===== config.mk =====
export PLATFORM = sky130hd
export DESIGN_NAME = cq_post_engine
export DESIGN_NICKNAME = d
export VERILOG_FILES = /design/src/rtl/cq_post_pkg.sv /design/src/rtl/cq_req_fifo.sv /design/src/rtl/cq_ring_ptr.sv /design/src/rtl/cq_post_engine.sv
export SDC_FILE = /design/constraint.sdc
export NUM_CORES = 1
export LEC_CHECK = 0
export ABC_CLOCK_PERIOD_IN_PS = 15000
export BUFFER_PORTS_ARGS = -buffer_cell sky130_fd_sc_hd__buf_2
export CORE_MARGIN = 3
export CORE_UTILIZATION = 30
export DETAILED_ROUTE_END_ITERATION = 12
export MAX_ROUTING_LAYER = met4
export PLACE_DENSITY = 0.49
export SLEW_MARGIN = 5
export SYNTH_ARGS = -nofsm -noshare
export SYNTH_HDL_FRONTEND = slang
export SYNTH_SLANG_ARGS = --single-unit

===== constraint.sdc =====
create_clock -name clk -period 15 [get_ports clk]
set_input_delay 3 -clock clk [delete_from_list [all_inputs] [get_ports clk]]
set_output_delay 3 -clock clk [all_outputs]
set_load 0.01 [all_outputs]

===== src/rtl/cq_post_pkg.sv =====
package cq_post_pkg;
  localparam int CID_W  = 16;
  localparam int CODE_W = 15;
  localparam int SQID_W = 16;
  localparam int SQHD_W = 16;
  localparam int STS_W  = CODE_W + 1;

  typedef struct packed {
    logic [CID_W-1:0]  cid;
    logic [CODE_W-1:0] code;
    logic [SQID_W-1:0] sqid;
    logic [SQHD_W-1:0] sqhd;
  } cpl_req_t;
endpackage


===== src/rtl/cq_req_fifo.sv =====
module cq_req_fifo #(
  parameter int W     = 8,
  parameter int DEPTH = 4
) (
  input  logic         clk,
  input  logic         rst_n,
  input  logic         push,
  input  logic [W-1:0] din,
  input  logic         pop,
  output logic [W-1:0] dout,
  output logic         empty,
  output logic         full
);
  localparam int PW = (DEPTH > 1) ? $clog2(DEPTH) : 1;
  localparam int CW = PW + 1;

  logic [W-1:0]  mem [DEPTH];
  logic [PW-1:0] wp_q, rp_q, wp_d, rp_d;
  logic [CW-1:0] cnt_q, cnt_d;

  assign empty = (cnt_q == '0);
  assign full  = (cnt_q == CW'(DEPTH));
  assign dout  = mem[rp_q];

  always_comb begin
    wp_d  = wp_q;
    rp_d  = rp_q;
    cnt_d = cnt_q + CW'(push) - CW'(pop);
    if (push) wp_d = (wp_q == PW'(DEPTH - 1)) ? '0 : wp_q + PW'(1);
    if (pop)  rp_d = (rp_q == PW'(DEPTH - 1)) ? '0 : rp_q + PW'(1);
  end

  always_ff @(posedge clk or negedge rst_n) begin
    if (!rst_n) begin
      wp_q  <= '0;
      rp_q  <= '0;
      cnt_q <= '0;
    end else begin
      wp_q  <= wp_d;
      rp_q  <= rp_d;
      cnt_q <= cnt_d;
    end
  end

  always_ff @(posedge clk) begin
    if (push) mem[wp_q] <= din;
  end

  // ordering store must never overrun or underrun
  a_r9_no_overflow: assert property (@(posedge clk) disable iff (!rst_n)
    push |-> !full);
  a_r9_no_underflow: assert property (@(posedge clk) disable iff (!rst_n)
    pop |-> !empty);
endmodule


===== src/rtl/cq_ring_ptr.sv =====
module cq_ring_ptr #(
  parameter int QIDX_W = 8
) (
  input  logic              clk,
  input  logic              rst_n,
  input  logic              init,
  input  logic [QIDX_W-1:0] size,
  input  logic              adv,
  input  logic              db_valid,
  input  logic [QIDX_W-1:0] db_head,
  output logic [QIDX_W-1:0] tail,
  output logic [QIDX_W-1:0] tail_nxt,
  output logic              phase,
  output logic              full,
  output logic              db_ok
);
  logic [QIDX_W-1:0] head_q, head_d, tail_d, tail_inc;
  logic              phase_d, wrap;

  always_comb begin
    wrap     = (tail == size - QIDX_W'(1));
    tail_inc = wrap ? '0 : tail + QIDX_W'(1);
    full     = (tail_inc == head_q);
    db_ok    = db_valid && (db_head < size);
    tail_d   = tail;
    phase_d  = phase;
    head_d   = head_q;
    if (init) begin
      tail_d  = '0;
      head_d  = '0;
      phase_d = 1'b1;
    end else begin
      if (adv) begin
        tail_d = tail_inc;
        if (wrap) phase_d = ~phase;
      end
      if (db_ok) head_d = db_head;
    end
  end

  assign tail_nxt = tail_d;

  always_ff @(posedge clk or negedge rst_n) begin
    if (!rst_n) begin
      tail   <= '0;
      head_q <= '0;
      phase  <= 1'b1;
    end else begin
      tail   <= tail_d;
      head_q <= head_d;
      phase  <= phase_d;
    end
  end

  // step and wrap rule
  a_r2_wrap_flips_phase: assert property (@(posedge clk) disable iff (!rst_n)
    (adv && !init && tail == size - QIDX_W'(1)) |=> (tail == '0 && phase != $past(phase)));
  a_r2_step_keeps_phase: assert property (@(posedge clk) disable iff (!rst_n)
    (adv && !init && tail != size - QIDX_W'(1)) |=> (tail == $past(tail) + QIDX_W'(1) && $stable(phase)));
  // no tail motion while full
  a_r3_full_stalls: assert property (@(posedge clk) disable iff (!rst_n)
    (full && !init) |=> $stable(tail));
  // out-of-range head ignored
  a_r6_bad_head_ignored: assert property (@(posedge clk) disable iff (!rst_n)
    (db_valid && db_head >= size && !init) |=> $stable(head_q));
  // creation resets pointers
  a_r1_init_state: assert property (@(posedge clk) disable iff (!rst_n)
    init |=> (tail == '0 && head_q == '0 && phase));
endmodule


===== src/rtl/cq_post_engine.sv =====
module cq_post_engine
  import cq_post_pkg::*;
#(
  parameter int ADDR_W     = 32,
  parameter int QIDX_W     = 8,
  parameter int EXP_W      = 4,
  parameter int FIFO_DEPTH = 4
) (
  input  logic              clk,
  input  logic              rst_n,
  input  logic [ADDR_W-1:0] cfg_base,
  input  logic [QIDX_W-1:0] cfg_size,
  input  logic [EXP_W-1:0]  cfg_entry_exp,
  input  logic              cfg_irq_en,
  input  logic              cq_init,
  input  logic              req_valid,
  output logic              req_ready,
  input  logic [CID_W-1:0]  req_cid,
  input  logic [CODE_W-1:0] req_code,
  input  logic [SQID_W-1:0] req_sqid,
  input  logic [SQHD_W-1:0] req_sqhd,
  input  logic              db_valid,
  input  logic [QIDX_W-1:0] db_head,
  output logic              wr_valid,
  input  logic              wr_ready,
  output logic [ADDR_W-1:0] wr_addr,
  output logic [CID_W-1:0]  wr_cid,
  output logic [STS_W-1:0]  wr_status,
  output logic [SQID_W-1:0] wr_sqid,
  output logic [SQHD_W-1:0] wr_sqhd,
  output logic              irq_pulse
);
  localparam int RW = $bits(cpl_req_t);

  cpl_req_t          in_req, head_req;
  logic [RW-1:0]     head_bits;
  logic              f_empty, f_full, push, fire;
  logic [QIDX_W-1:0] tail, tail_nxt;
  logic              phase, ring_full, db_ok, irq_d;

  assign in_req    = '{cid: req_cid, code: req_code, sqid: req_sqid, sqhd: req_sqhd};
  assign req_ready = !f_full;
  assign push      = req_valid && req_ready;
  assign head_req  = cpl_req_t'(head_bits);

  cq_req_fifo #(.W(RW), .DEPTH(FIFO_DEPTH)) u_fifo (
    .clk(clk), .rst_n(rst_n), .push(push), .din(in_req),
    .pop(fire), .dout(head_bits), .empty(f_empty), .full(f_full)
  );

  cq_ring_ptr #(.QIDX_W(QIDX_W)) u_ring (
    .clk(clk), .rst_n(rst_n), .init(cq_init), .size(cfg_size),
    .adv(fire), .db_valid(db_valid), .db_head(db_head),
    .tail(tail), .tail_nxt(tail_nxt), .phase(phase),
    .full(ring_full), .db_ok(db_ok)
  );

  always_comb begin
    wr_valid  = !f_empty && !ring_full;
    fire      = wr_valid && wr_ready;
    wr_addr   = cfg_base + (ADDR_W'(tail) << cfg_entry_exp);
    wr_cid    = head_req.cid;
    wr_status = {head_req.code, phase};
    wr_sqid   = head_req.sqid;
    wr_sqhd   = head_req.sqhd;
    irq_d     = cfg_irq_en && (fire || (db_ok && db_head != tail_nxt));
  end

  always_ff @(posedge clk or negedge rst_n) begin
    if (!rst_n) irq_pulse <= 1'b0;
    else        irq_pulse <= irq_d;
  end

  // stalled write keeps its slot
  a_r10_hold_on_stall: assert property (@(posedge clk) disable iff (!rst_n)
    (wr_valid && !wr_ready && !cq_init && !db_valid) |=> (wr_valid && $stable(tail)));
  // disabled queue never interrupts
  a_r7_irq_gated: assert property (@(posedge clk) disable iff (!rst_n)
    !cfg_irq_en |=> !irq_pulse);
  // a post with interrupts on always pulses
  a_r7_irq_after_post: assert property (@(posedge clk) disable iff (!rst_n)
    (fire && cfg_irq_en) |=> irq_pulse);
endmodule


==> results of run 1 <==
[report_power, final]
group	internal [mW]	switching (mW)	leakage (nW)
clock network	0.398	0.285	0.441
logic	0.328	0.397	2.65
registers	1.01	0.0734	2.63
[metal layers]
layer | share of wire | routed length [um] | up-vias | track usage
met5 | 0 | 0 | - | -
met4 | 0.015 | 463 | 0 | 0.02753
met3 | 0.085 | 2572 | 31 | 0.04338
met2 | 0.48 | 14490 | 213 | 0.2236
met1 | 0.42 | 12800 | 3828 | 0.1690
li1 | - | - | 3650 | -
[cells by family (layout without fill, tap and decap cells)]
logic type / count (synthesis) / count (layout)
xor gates and xnor gates: 54 / 54
adders and majority gates: 42 / 42
buffers and inverters: 65 / 313
muxes: 80 / 80
and+or+nand+nor: 179 / 179
AOI/OAI and AO/OA: 122 / 122
DFF: 277 / 277
other: 0 / 8
[per-stage QoR]
stage	instance area [um^2]	std cells	hold slack (ns)	setup WS (ns)
5_1_grt	15400	1614	0.6136	5.006
2_1_floorplan	12790	819	0.5295	6.035
3_5_place_dp	14470	1553	0.5723	5.387
6_report	15400	1614	0.5793	5.397
4_1_cts	15380	1606	0.5819	5.361
3_3_place_gp	14470	1553	0.5698	5.456
[worst max-delay path, cell delays in order]
cell                       delay (ns)
sky130_fd_sc_hd__buf_2           0.25
sky130_fd_sc_hd__mux2_2          0.38
sky130_fd_sc_hd__o21ai_0         0.33
sky130_fd_sc_hd__nor2_1          0.07
sky130_fd_sc_hd__nor2_1          0.19
sky130_fd_sc_hd__nor2_1          0.06
sky130_fd_sc_hd__ha_1            0.33
sky130_fd_sc_hd__a21o_1          0.18
sky130_fd_sc_hd__a21oi_1         0.17
sky130_fd_sc_hd__o211ai_1        0.15
sky130_fd_sc_hd__a211oi_1        0.33
sky130_fd_sc_hd__o21bai_1        0.15
sky130_fd_sc_hd__nand4_1         0.10
sky130_fd_sc_hd__nand4b_1        0.36
sky130_fd_sc_hd__nand3_1         0.25
sky130_fd_sc_hd__xnor2_1         0.13
sky130_fd_sc_hd__buf_2           0.15
[state kept, by name, summed over array words and instances, names as in the netlist]
register       flops
u_fifo.wp_q        2
u_fifo.cnt_q       3
irq_pulse          1
u_fifo.rp_q        2
u_ring.head_q      8
u_fifo.mem       252
u_ring.phase       1
u_ring.tail        8
[path summary, 6_finish.rpt]
| path | start | end | depth (start not counted) |
|---|---|---|---|
| worst max-delay path | cfg_entry_exp[1] | wr_addr[29] | 17 |
| worst min-delay path | u_ring.phase | u_ring.phase | 2 |
| worst max register to register | u_ring.tail[0] | u_fifo.cnt_q[2] | 14 |
| worst min register to register | u_ring.phase | u_ring.phase | 2 |
| max in group asynchronous | rst_n | u_fifo.rp_q[0] | 1 |
| min in group asynchronous | rst_n | u_ring.tail[7] | 1 |
[cells in the mapped netlist (5+ instances only)]
library cell and instances:
sky130_fd_sc_hd__mux2i_1 12, sky130_fd_sc_hd__buf_1 8, sky130_fd_sc_hd__edfxtp_1 252, sky130_fd_sc_hd__xor2_1 12, sky130_fd_sc_hd__mux2_2 5, sky130_fd_sc_hd__nand2b_1 7
sky130_fd_sc_hd__nor3_1 10, sky130_fd_sc_hd__mux4_2 63, sky130_fd_sc_hd__o21ai_0 26, sky130_fd_sc_hd__inv_1 32, sky130_fd_sc_hd__o22ai_1 6, sky130_fd_sc_hd__a21o_1 15
sky130_fd_sc_hd__o21bai_1 5, sky130_fd_sc_hd__o21a_1 5, sky130_fd_sc_hd__dfrtp_1 24, sky130_fd_sc_hd__clkbuf_1 14, sky130_fd_sc_hd__nand2_1 44, sky130_fd_sc_hd__nor4_1 5
sky130_fd_sc_hd__ha_1 39, sky130_fd_sc_hd__nor2_1 55, sky130_fd_sc_hd__and3_1 11, sky130_fd_sc_hd__a21oi_1 37, sky130_fd_sc_hd__xnor2_1 41, sky130_fd_sc_hd__nand3_1 17
sky130_fd_sc_hd__nor2b_1 5
[final cells by class]
type | count | area, um^2 | area share
Antenna cell | 8 | 20.02 | 0.001300
Clock buffer | 37 | 777.0 | 0.05047
Clock inverter | 16 | 132.6 | 0.008614
Inverter | 34 | 130.1 | 0.008452
Multi-Input combinational cell | 477 | 4317 | 0.2804
Sequential cell | 277 | 8199 | 0.5325
Tap cell | 539 | 674.4 | 0.04380
Timing Repair Buffer | 226 | 1146 | 0.07444
==> results.yml, run 1 <==
outcome:
  status: "completed"
critical_path:
  critPathKind: "input pin to output port"
  cp-start-kind: "input pin"
  kind_of_capture_point_of_the_worst_setup_path: "output port"
  arr_time_crit_path_ns: 6.60
  r2r_slack_ns: 11.27
  crit_fanout: 14
  required_arrival_time_at_the_worst_endpoint_ns: 12.00
logic_synthesis:
  post_synth_xor_xnor_area: 0.03846
  syn_area_per_cell_um2: 15.61
  synth-async-reset-ratio: 0.09025
  yosys.area.top_type: "sky130_fd_sc_hd__edfxtp_1"
  yosys_register_bits: 277
  synth-compound-area-share: 0.06204
  synth_top_family_by_area: "multiplexers"
  proportion_of_netlist_area_held_by_the_largest_area_contributor: 0.5918
  synth_edf_count: 252
  synth_area_mm2: 0.01279
  synthesized_instance_count: 819
  yosysSeqAreaShare: 0.6409
  synth.mux.area_fraction: 0.1248
  ys_dominant_reg_cell: "sky130_fd_sc_hd__edfxtp_1"
  yosys.area_share.adder: 0.04208
  netlist_top_cells_area: "sky130_fd_sc_hd__edfxtp_1 (59%), sky130_fd_sc_hd__mux4_2 (11%), sky130_fd_sc_hd__dfrtp_1 (4.7%), sky130_fd_sc_hd__ha_1 (3.8%), sky130_fd_sc_hd__xnor2_1 (2.8%)"
  synth_nets: 982
  synthDistinctLibCells: 69
  synth_simple_gate_area_frac: 0.06870
  yosys_warnings: 0
global_route:
  antenna_found_initial: 8
  grt_overflow: 0
  groute.usage.overall: 0.1370
  grt_start_max_net_pins: 64
  grt_pass1_vias: 7921
  grt_first_pass_wirelength_mm: 46.49
timing:
  final_clock_period_utilization_by_the_worst_path: 0.6402
  timing.slew.headroom: 0.3077
  count_of_pins_over_their_slew_limit: 0
  timing.fmax_mhz: 104.1
  worst_clock_skew_ns: 0.02252
  rsz_0062_raised_after_global_routing: "false"
  count_of_final_setup_violators: 0
  finalHoldViolCount: 0
  worst_slew_pin_slew_ns: 1.038
  finalWorstPathRequiredPeriod_ns: 9.603
  final.setup.tns_ns: 0
floorplanning:
  dieArea_mm2: 0.04513
  chipWidth_um: 212.4
  floorplan.core_area_mm2: 0.04204
  floorplan.die.height_um: 212.4
  pin_count: 221
  initial_utilization: 0.3041
  rows: 75
placed_design:
  io_buffer_count: 220
  place_hpwl_mm: 19.81
  gp_congestion: 0.8413
finish:
  final_core_utilization: 0.3662
  mostFrequentLayoutCell: "sky130_fd_sc_hd__edfxtp_1"
  mostFrequentLayoutCells: "sky130_fd_sc_hd__edfxtp_1 (252), sky130_fd_sc_hd__buf_2 (220), sky130_fd_sc_hd__mux4_2 (63)"
  fillerInstances: 4003
  num-nets-final: 1209
  flow.area_growth_from_synthesis_pct: 20.41
  drive_above_1_share: 0.3299
cts:
  clock_latency_ns: 0.56
  clock_edge_transition_at_the_registers_on_the_reported_setup_and_hold_paths_ns: 0.06
  cts.repair.resized: 0
  tritoncts: "built"
  htree_levels: 1
  maximum_root_to_sink_buffer_count: 3
  cts-root-buf: "sky130_fd_sc_hd__clkbuf_16"
  cts.sinks: 277
  cts_hold_buf: 0
  cts_made_buffers: 30
  cts_setup_buffers: 0
worst_hold_path:
  hold_path_class: "flop to flop"
route:
  drt_first_iter_violations: 379
  final_antenna_net_count: 0
  drc: 0
  routed_wl_mm: 30.32
  wl_per_cell_um: 18.79
  routed-via-count: 7722
  drt-pass1-iter-count: 5
  avgViaCountPerCell: 4.784
pwr:
  leakagePower_nw: 5.723
  total_power_mw: 2.486
  cellPowerDensity_mw_per_mm2: 161.5
  max-vdd-ir-drop_v: 0.0001169
job:
  maxCapViolCount: 0
Note: power is estimated with default switching activity, not from simulation.
==> run 2, diff against run 1 <==
ABC_AREA = 1   (was unset)
ABC_CLOCK_PERIOD_IN_PS = 8810   (was 15000)
PLACE_DENSITY = 0.51   (was 0.49)
clock period = 8.81 ns   (was 15 ns; I/O delays follow)
==> run 2 against run 1 <==
- cell count rose by 25%
- sequential share of layout area decreased by 0.59 points
- largest cell class unchanged
- critical path type unchanged
- critical path depth increased by 8
- flip-flop and latch count did not move
- largest power group unchanged
- sequential power up 67%
- core utilization increased by 0.16 points
==> results.yml, run 2 <==
outcome:
  status: "completed"
floorplanning:
  floorplan.die.height_um: 213.8
  floorplan.core_area_mm2: 0.04232
  initial_utilization: 0.3060
  rows: 75
  chipWidth_um: 213.8
  dieArea_mm2: 0.04569
  pin_count: 221
logic_synthesis:
  synth.top_cells.by_count: "sky130_fd_sc_hd__edfxtp_1 (252), sky130_fd_sc_hd__nor2_1 (176), sky130_fd_sc_hd__o21ai_0 (165)"
  yosys_warnings: 0
  syn_area_per_cell_um2: 10.76
  ys_dominant_reg_cell: "sky130_fd_sc_hd__edfxtp_1"
  proportion_of_netlist_area_held_by_the_largest_area_contributor: 0.5844
  synth_area_mm2: 0.01295
  yosys_register_bits: 277
  synthesized_instance_count: 1203
  yosys.area.top_type: "sky130_fd_sc_hd__edfxtp_1"
  synth-async-reset-ratio: 0.09025
  netlist_top_cells_area: "sky130_fd_sc_hd__edfxtp_1 (58%), sky130_fd_sc_hd__o21ai_0 (6.4%), sky130_fd_sc_hd__nor2_1 (5.1%), sky130_fd_sc_hd__dfrtp_1 (4.6%), sky130_fd_sc_hd__nand2_1 (4.5%)"
  synthDistinctLibCells: 40
  yosysSeqAreaShare: 0.6328
  synth_nets: 1366
  most_instantiated_library_cell_after_synthesis: "sky130_fd_sc_hd__edfxtp_1"
  synth_edf_count: 252
finish:
  multiInputGateArea_mm2: 0.004200
  top_regs: "u_fifo.mem (252), u_ring.head_q (8), u_ring.tail (8)"
  num-nets-final: 1571
  fillerInstances: 4246
  final-instance-count-excl-fill: 2014
  mostFrequentLayoutCell: "sky130_fd_sc_hd__edfxtp_1"
  mostFrequentLayoutCells: "sky130_fd_sc_hd__edfxtp_1 (252), sky130_fd_sc_hd__buf_2 (220), sky130_fd_sc_hd__nor2_1 (172)"
  max_flop_register: "u_fifo.mem"
  drive_above_1_share: 0.2115
  flow.area_growth_from_synthesis_pct: 20.23
  layout.area.seq_mm2: 0.008199
  largest_register_ff_count: 252
worst_hold_path:
  hold_path_class: "flop to flop"
timing:
  final_clock_period_utilization_by_the_worst_path: 0.8016
  rsz_0062_raised_after_global_routing: "false"
  worst_hold_slack_ns: 0.4888
  worst_slew_pin_slew_ns: 0.9978
  worst_clock_skew_ns: 0.01999
  final.setup.tns_ns: 0
  finalHoldViolCount: 0
  timing.slew.headroom: 0.3348
  timing.fmax_mhz: 141.6
  count_of_pins_over_their_slew_limit: 0
  count_of_final_setup_violators: 0
  finalWorstPathRequiredPeriod_ns: 7.062
  crit_path_setup_slack_layout_ns: 1.748
route:
  routed_wl_mm: 34.51
  routed-via-count: 9426
  wl_per_cell_um: 17.14
  avgViaCountPerCell: 4.680
  drt_first_iter_violations: 475
  drc: 0
  final_antenna_net_count: 0
  drt-pass1-iter-count: 6
job:
  maxCapViolCount: 0
critical_path:
  arr_time_crit_path_ns: 5.30
  kind_of_capture_point_of_the_worst_setup_path: "output port"
  required_arrival_time_at_the_worst_endpoint_ns: 7.05
  critPathKind: "input pin to output port"
  crit_fanout: 16
  cp-start-kind: "input pin"
cts:
  cts-root-buf: "sky130_fd_sc_hd__clkbuf_16"
  clock_edge_transition_at_the_registers_on_the_reported_setup_and_hold_paths_ns: 0.06
  maximum_root_to_sink_buffer_count: 3
  cts.repair.resized: 0
  cts_setup_buffers: 0
  cts_made_buffers: 30
  htree_levels: 1
  cts.sinks: 277
  tritoncts: "built"
  clock_latency_ns: 0.55
  cts_hold_buf: 0
pwr:
  max-vdd-ir-drop_v: 0.0001899
  leakagePower_nw: 6.171
  cellPowerDensity_mw_per_mm2: 296.6
placed_design:
  pre_cts_slack_ns: 1.702
  place_hpwl_mm: 22.56
  gp_congestion: 0.8392
  numPlacedInstances: 1953
  io_buffer_count: 220
global_route:
  groute.usage.overall: 0.1502
  grt_start_max_net_pins: 99
  grt_first_pass_wirelength_mm: 51.77
  antenna_found_initial: 9
  grt_overflow: 0
  grt_pass1_vias: 9321
[run 2: cell types whose count changed after synthesis, moves of 55 or more]
cell	delta
sky130_fd_sc_hd__nor2_1	+121
sky130_fd_sc_hd__nand2_1	+110
sky130_fd_sc_hd__o21ai_0	+139
sky130_fd_sc_hd__mux4_2	-63
sky130_fd_sc_hd__inv_1	+55
sky130_fd_sc_hd__o22ai_1	+65
[run 2: path summary, 6_finish.rpt]
path / startpoint / endpoint / slack [ns] / cells past startpoint
setup / recovery: cfg_entry_exp[0] / wr_addr[30] / 1.75 / 25
hold / removal: u_ring.phase / u_ring.phase / 0.49 / 2
setup reg to reg: u_ring.tail[0] / u_fifo.cnt_q[2] / 5.26 / 20
hold reg to reg: u_ring.phase / u_ring.phase / 0.49 / 2
max in group asynchronous: rst_n / u_fifo.rp_q[0] / 7.08 / 1
min in group asynchronous: rst_n / u_ring.tail[5] / 1.24 / 1
[run 2: final cells by class]
cell class	instances	area share
clock buffer	38	0.05151
tap	577	0.04637
antenna	9	0.001447
sequential	277	0.5266
clock inverter	14	0.007394
multi-input combinational	779	0.2698
timing repair buffer	228	0.07458
inverter	92	0.02226
[run 2: metrics by stage]
stage,instance area (um^2),total power [mW],utilization
6_report,15570,4.617,0.3679
4_1_cts,15550,4.710,0.3673
3_3_place_gp,14630,3.501,0.3457
5_1_grt,15570,4.943,0.3679
2_1_floorplan,12950,2.827,-
3_5_place_dp,14630,3.512,0.3457
[run 2: cells by family (layout without fill, tap and decap cells)]
family,count (synthesis),in the layout,share of synthesized area
and+or+nand+nor,418,418,0.1367
adders and majority gates,41,41,0.04078
other,0,9,0
buffers and inverters,147,372,0.04512
xor gates and xnor gates,40,40,0.02706
DFF,277,277,0.6328
AOI/OAI and AO/OA,279,279,0.1167
muxes,1,1,0.0007731
[run 2: power by group]
| part | leakage [nW] | switching (mW) | internal, mW |
|---|---|---|---|
| logic | 3.10 | 1.12 | 0.514 |
| registers | 2.63 | 0.0857 | 1.72 |
| clock network | 0.448 | 0.487 | 0.694 |
| total | 6.17 | 1.69 | 2.93 |
[run 2: critical path, stage by stage]
cell	delay [ns]
sky130_fd_sc_hd__buf_2	0.17
sky130_fd_sc_hd__inv_1	0.09
sky130_fd_sc_hd__nand2_1	0.09
sky130_fd_sc_hd__nor4_1	0.27
sky130_fd_sc_hd__ha_1	0.21
sky130_fd_sc_hd__inv_1	0.06
sky130_fd_sc_hd__fa_1	0.40
sky130_fd_sc_hd__o21ai_0	0.32
sky130_fd_sc_hd__nand3_1	0.11
sky130_fd_sc_hd__nand2_1	0.11
sky130_fd_sc_hd__nand3_1	0.08
sky130_fd_sc_hd__nand2_1	0.10
sky130_fd_sc_hd__nand3_1	0.07
sky130_fd_sc_hd__nand2_1	0.10
sky130_fd_sc_hd__nand3_1	0.07
sky130_fd_sc_hd__nand2_1	0.10
sky130_fd_sc_hd__nand2_1	0.05
sky130_fd_sc_hd__nand2_1	0.10
sky130_fd_sc_hd__a21oi_1	0.11
sky130_fd_sc_hd__inv_1	0.07
sky130_fd_sc_hd__a21oi_1	0.09
sky130_fd_sc_hd__o21ai_2	0.30
sky130_fd_sc_hd__nand4_1	0.16
sky130_fd_sc_hd__xnor2_1	0.16
sky130_fd_sc_hd__buf_2	0.15
[run 2: layer usage]
| metal | track usage | vias to the layer above | wire [um] | share of wire |
|---|---|---|---|---|
| met5 | - | - | 0 | 0 |
| met4 | 0.03099 | 0 | 457 | 0.013 |
| met3 | 0.04418 | 33 | 2712 | 0.079 |
| met2 | 0.2589 | 254 | 16930 | 0.49 |
| met1 | 0.1749 | 4456 | 14410 | 0.42 |
| li1 | - | 4683 | - | - |
==> run 3, diff against run 2 <==
ABC_AREA = 0   (was 1)
ABC_CLOCK_PERIOD_IN_PS = 5800   (was 8810)
clock period = 5.8 ns   (was 8.81 ns; I/O delays follow)
==> run 3 against run 2 <==
- die area is 1.2% lower
- core utilization grew 0.22 points
- largest power group unchanged
- clock skew is 0.0052 ns lower
- sequential share of layout area hardly changed
- count of clock-buffer cells in the layout is 4 higher
- clock power grew 62%
- hold slack better by 0.089 ns
- sequential power increased by 57%
- final area hardly changed
- critical path depth fell by 8
- register-to-register slack got worse by 3.4 ns
==> results.yml, run 3 (synthesized netlist as in run 1, its figures left out) <==
timing:
  worst_clock_skew_ns: 0.01477
  count_of_pins_over_their_slew_limit: 0
  timing.fmax_mhz: 181.6
  timing.slew.headroom: 0.3584
  finalHoldViolCount: 0
  count_of_final_setup_violators: 0
  worst_hold_slack_ns: 0.5780
  final_clock_period_utilization_by_the_worst_path: 0.9493
  final.setup.tns_ns: 0
  worst_slew_pin_slew_ns: 0.9624
  crit_path_setup_slack_layout_ns: 0.2942
  finalWorstPathRequiredPeriod_ns: 5.506
  rsz_0062_raised_after_global_routing: "false"
finish:
  final_area_mm2: 0.01556
  largest_register_ff_count: 252
  mostFrequentLayoutCells: "sky130_fd_sc_hd__edfxtp_1 (252), sky130_fd_sc_hd__buf_2 (219), sky130_fd_sc_hd__mux4_2 (63)"
  num-nets-final: 1218
  mostFrequentLayoutCell: "sky130_fd_sc_hd__edfxtp_1"
  top_regs: "u_fifo.mem (252), u_ring.head_q (8), u_ring.tail (8)"
  flow.area_growth_from_synthesis_pct: 21.69
  drive_above_1_share: 0.3442
  fillerInstances: 4018
  max_flop_register: "u_fifo.mem"
pwr:
  leakagePower_nw: 5.802
  cellPowerDensity_mw_per_mm2: 423.9
  total_power_mw: 6.596
  max-vdd-ir-drop_v: 0.0002724
route:
  wl_met2_mm: 14.22
  routed-via-count: 7797
  drt_first_iter_violations: 486
  wl_per_cell_um: 18.87
  detailroute.wirelength.met3_mm: 2.658
  detail_route.wirelength.met1_mm: 13.25
  drc: 0
  maxUsedRoutingLayer: "met4"
  final_antenna_net_count: 0
  avgViaCountPerCell: 4.798
  drt-pass1-iter-count: 5
  routed_wl_mm: 30.67
placed_design:
  place_hpwl_mm: 20.71
  io_buffer_count: 220
  gp_congestion: 0.8397
  placedInstanceArea_mm2: 0.01452
  pre_cts_slack_ns: 0.1305
cts:
  maximum_root_to_sink_buffer_count: 3
  htree_levels: 1
  tritoncts: "built"
  cts_made_buffers: 31
  cts.sinks: 277
  clock_edge_transition_at_the_registers_on_the_reported_setup_and_hold_paths_ns: 0.06
  clock_latency_ns: 0.55
  cts-root-buf: "sky130_fd_sc_hd__clkbuf_16"
floorplanning:
  chipWidth_um: 212.4
  rows: 75
  pin_count: 221
  dieArea_mm2: 0.04513
  floorplan.core_area_mm2: 0.04204
  initial_utilization: 0.3041
  floorplan.die.height_um: 212.4
critical_path:
  required_arrival_time_at_the_worst_endpoint_ns: 4.64
  cp-start-kind: "input pin"
  arr_time_crit_path_ns: 4.35
  kind_of_capture_point_of_the_worst_setup_path: "output port"
  crit_fanout: 9
  critPathKind: "input pin to output port"
global_route:
  grt_start_max_net_pins: 45
  groute.usage.overall: 0.1379
  grt_first_pass_wirelength_mm: 46.58
  grt_overflow: 0
  antenna_found_initial: 7
  grt_pass1_vias: 7950
worst_hold_path:
  hold_path_class: "flop to flop"
outcome:
  status: "completed"
job:
  maxCapViolCount: 0
-- run 3: cell types whose count changed in the layout (fill, tap and decap cells not counted), moves of 14 or more --
cell,delta
sky130_fd_sc_hd__a21o_1,+14
sky130_fd_sc_hd__mux4_2,+63
sky130_fd_sc_hd__nand3_1,-21
sky130_fd_sc_hd__nor2_1,-118
sky130_fd_sc_hd__nand4_1,-16
sky130_fd_sc_hd__o21ai_0,-139
sky130_fd_sc_hd__o22ai_1,-65
sky130_fd_sc_hd__xnor2_1,+25
sky130_fd_sc_hd__inv_1,-55
sky130_fd_sc_hd__nand2_1,-110
-- run 3: cell type report --
| cell class | instances | area (um^2) | share of cell area |
|---|---|---|---|
| Sequential cell | 277 | 8199 | 0.5270 |
| Multi-Input combinational cell | 477 | 4329 | 0.2782 |
| Timing Repair Buffer | 234 | 1209 | 0.07768 |
| Clock buffer | 42 | 817.0 | 0.05251 |
| Tap cell | 539 | 674.4 | 0.04335 |
| Clock inverter | 14 | 180.2 | 0.01158 |
| Inverter | 34 | 130.1 | 0.008363 |
| Antenna cell | 8 | 20.02 | 0.001287 |
-- run 3: final timing paths --
check | start | endpoint | slack, ns | cells after the start
min in group asynchronous | rst_n | u_ring.tail[3] | 0.61 | 1
max in group asynchronous | rst_n | u_fifo.rp_q[0] | 4.74 | 1
max reg2reg | u_ring.tail[0] | u_fifo.cnt_q[2] | 1.89 | 14
max | cfg_entry_exp[1] | wr_addr[29] | 0.29 | 17
min | u_ring.head_q[4] | u_ring.head_q[4] | 0.58 | 2
min reg2reg | u_ring.head_q[4] | u_ring.head_q[4] | 0.58 | 2
-- run 3: power by group --
part,switching [mW],total [mW],internal [mW]
logic,0.996,1.85,0.857
registers,0.239,2.83,2.59
clock network,0.748,1.91,1.16
-- run 3: layer usage --
| layer | track usage | vias to the layer above |
|---|---|---|
| met2 | 0.2179 | 245 |
| met1 | 0.1743 | 3839 |
| met3 | 0.04397 | 45 |
| met4 | 0.03212 | 0 |
| met5 | - | - |
| li1 | - | 3668 |
-- run 3: metrics by stage --
step                      cells    util
after floorplan             819       -
after global placement     1560  0.3454
after detailed placement   1560  0.3454
after CTS                  1616  0.3691
after global routing       1624  0.3700
final                      1625  0.3701
-- run 3: critical path, cell delays in order --
cell	delay [ns]
sky130_fd_sc_hd__clkbuf_4	0.18
sky130_fd_sc_hd__mux2_2	0.35
sky130_fd_sc_hd__a21oi_1	0.30
sky130_fd_sc_hd__nor2_1	0.07
sky130_fd_sc_hd__a21oi_1	0.18
sky130_fd_sc_hd__o22ai_1	0.14
sky130_fd_sc_hd__ha_1	0.40
sky130_fd_sc_hd__o2111ai_1	0.16
sky130_fd_sc_hd__o211ai_1	0.28
sky130_fd_sc_hd__a211oi_2	0.12
sky130_fd_sc_hd__o21bai_1	0.19
sky130_fd_sc_hd__nand4_1	0.13
sky130_fd_sc_hd__nand4b_1	0.10
sky130_fd_sc_hd__buf_4	0.17
sky130_fd_sc_hd__nand3_1	0.10
sky130_fd_sc_hd__xnor2_1	0.16
sky130_fd_sc_hd__buf_2	0.15
-- run 3: what timing repair did --
action | CTS | global route
hold buffers | 0 | 0
buffers inserted | 0 | 1
resized for setup | 0 | 6
endpoints found under the setup margin | 0 | 8
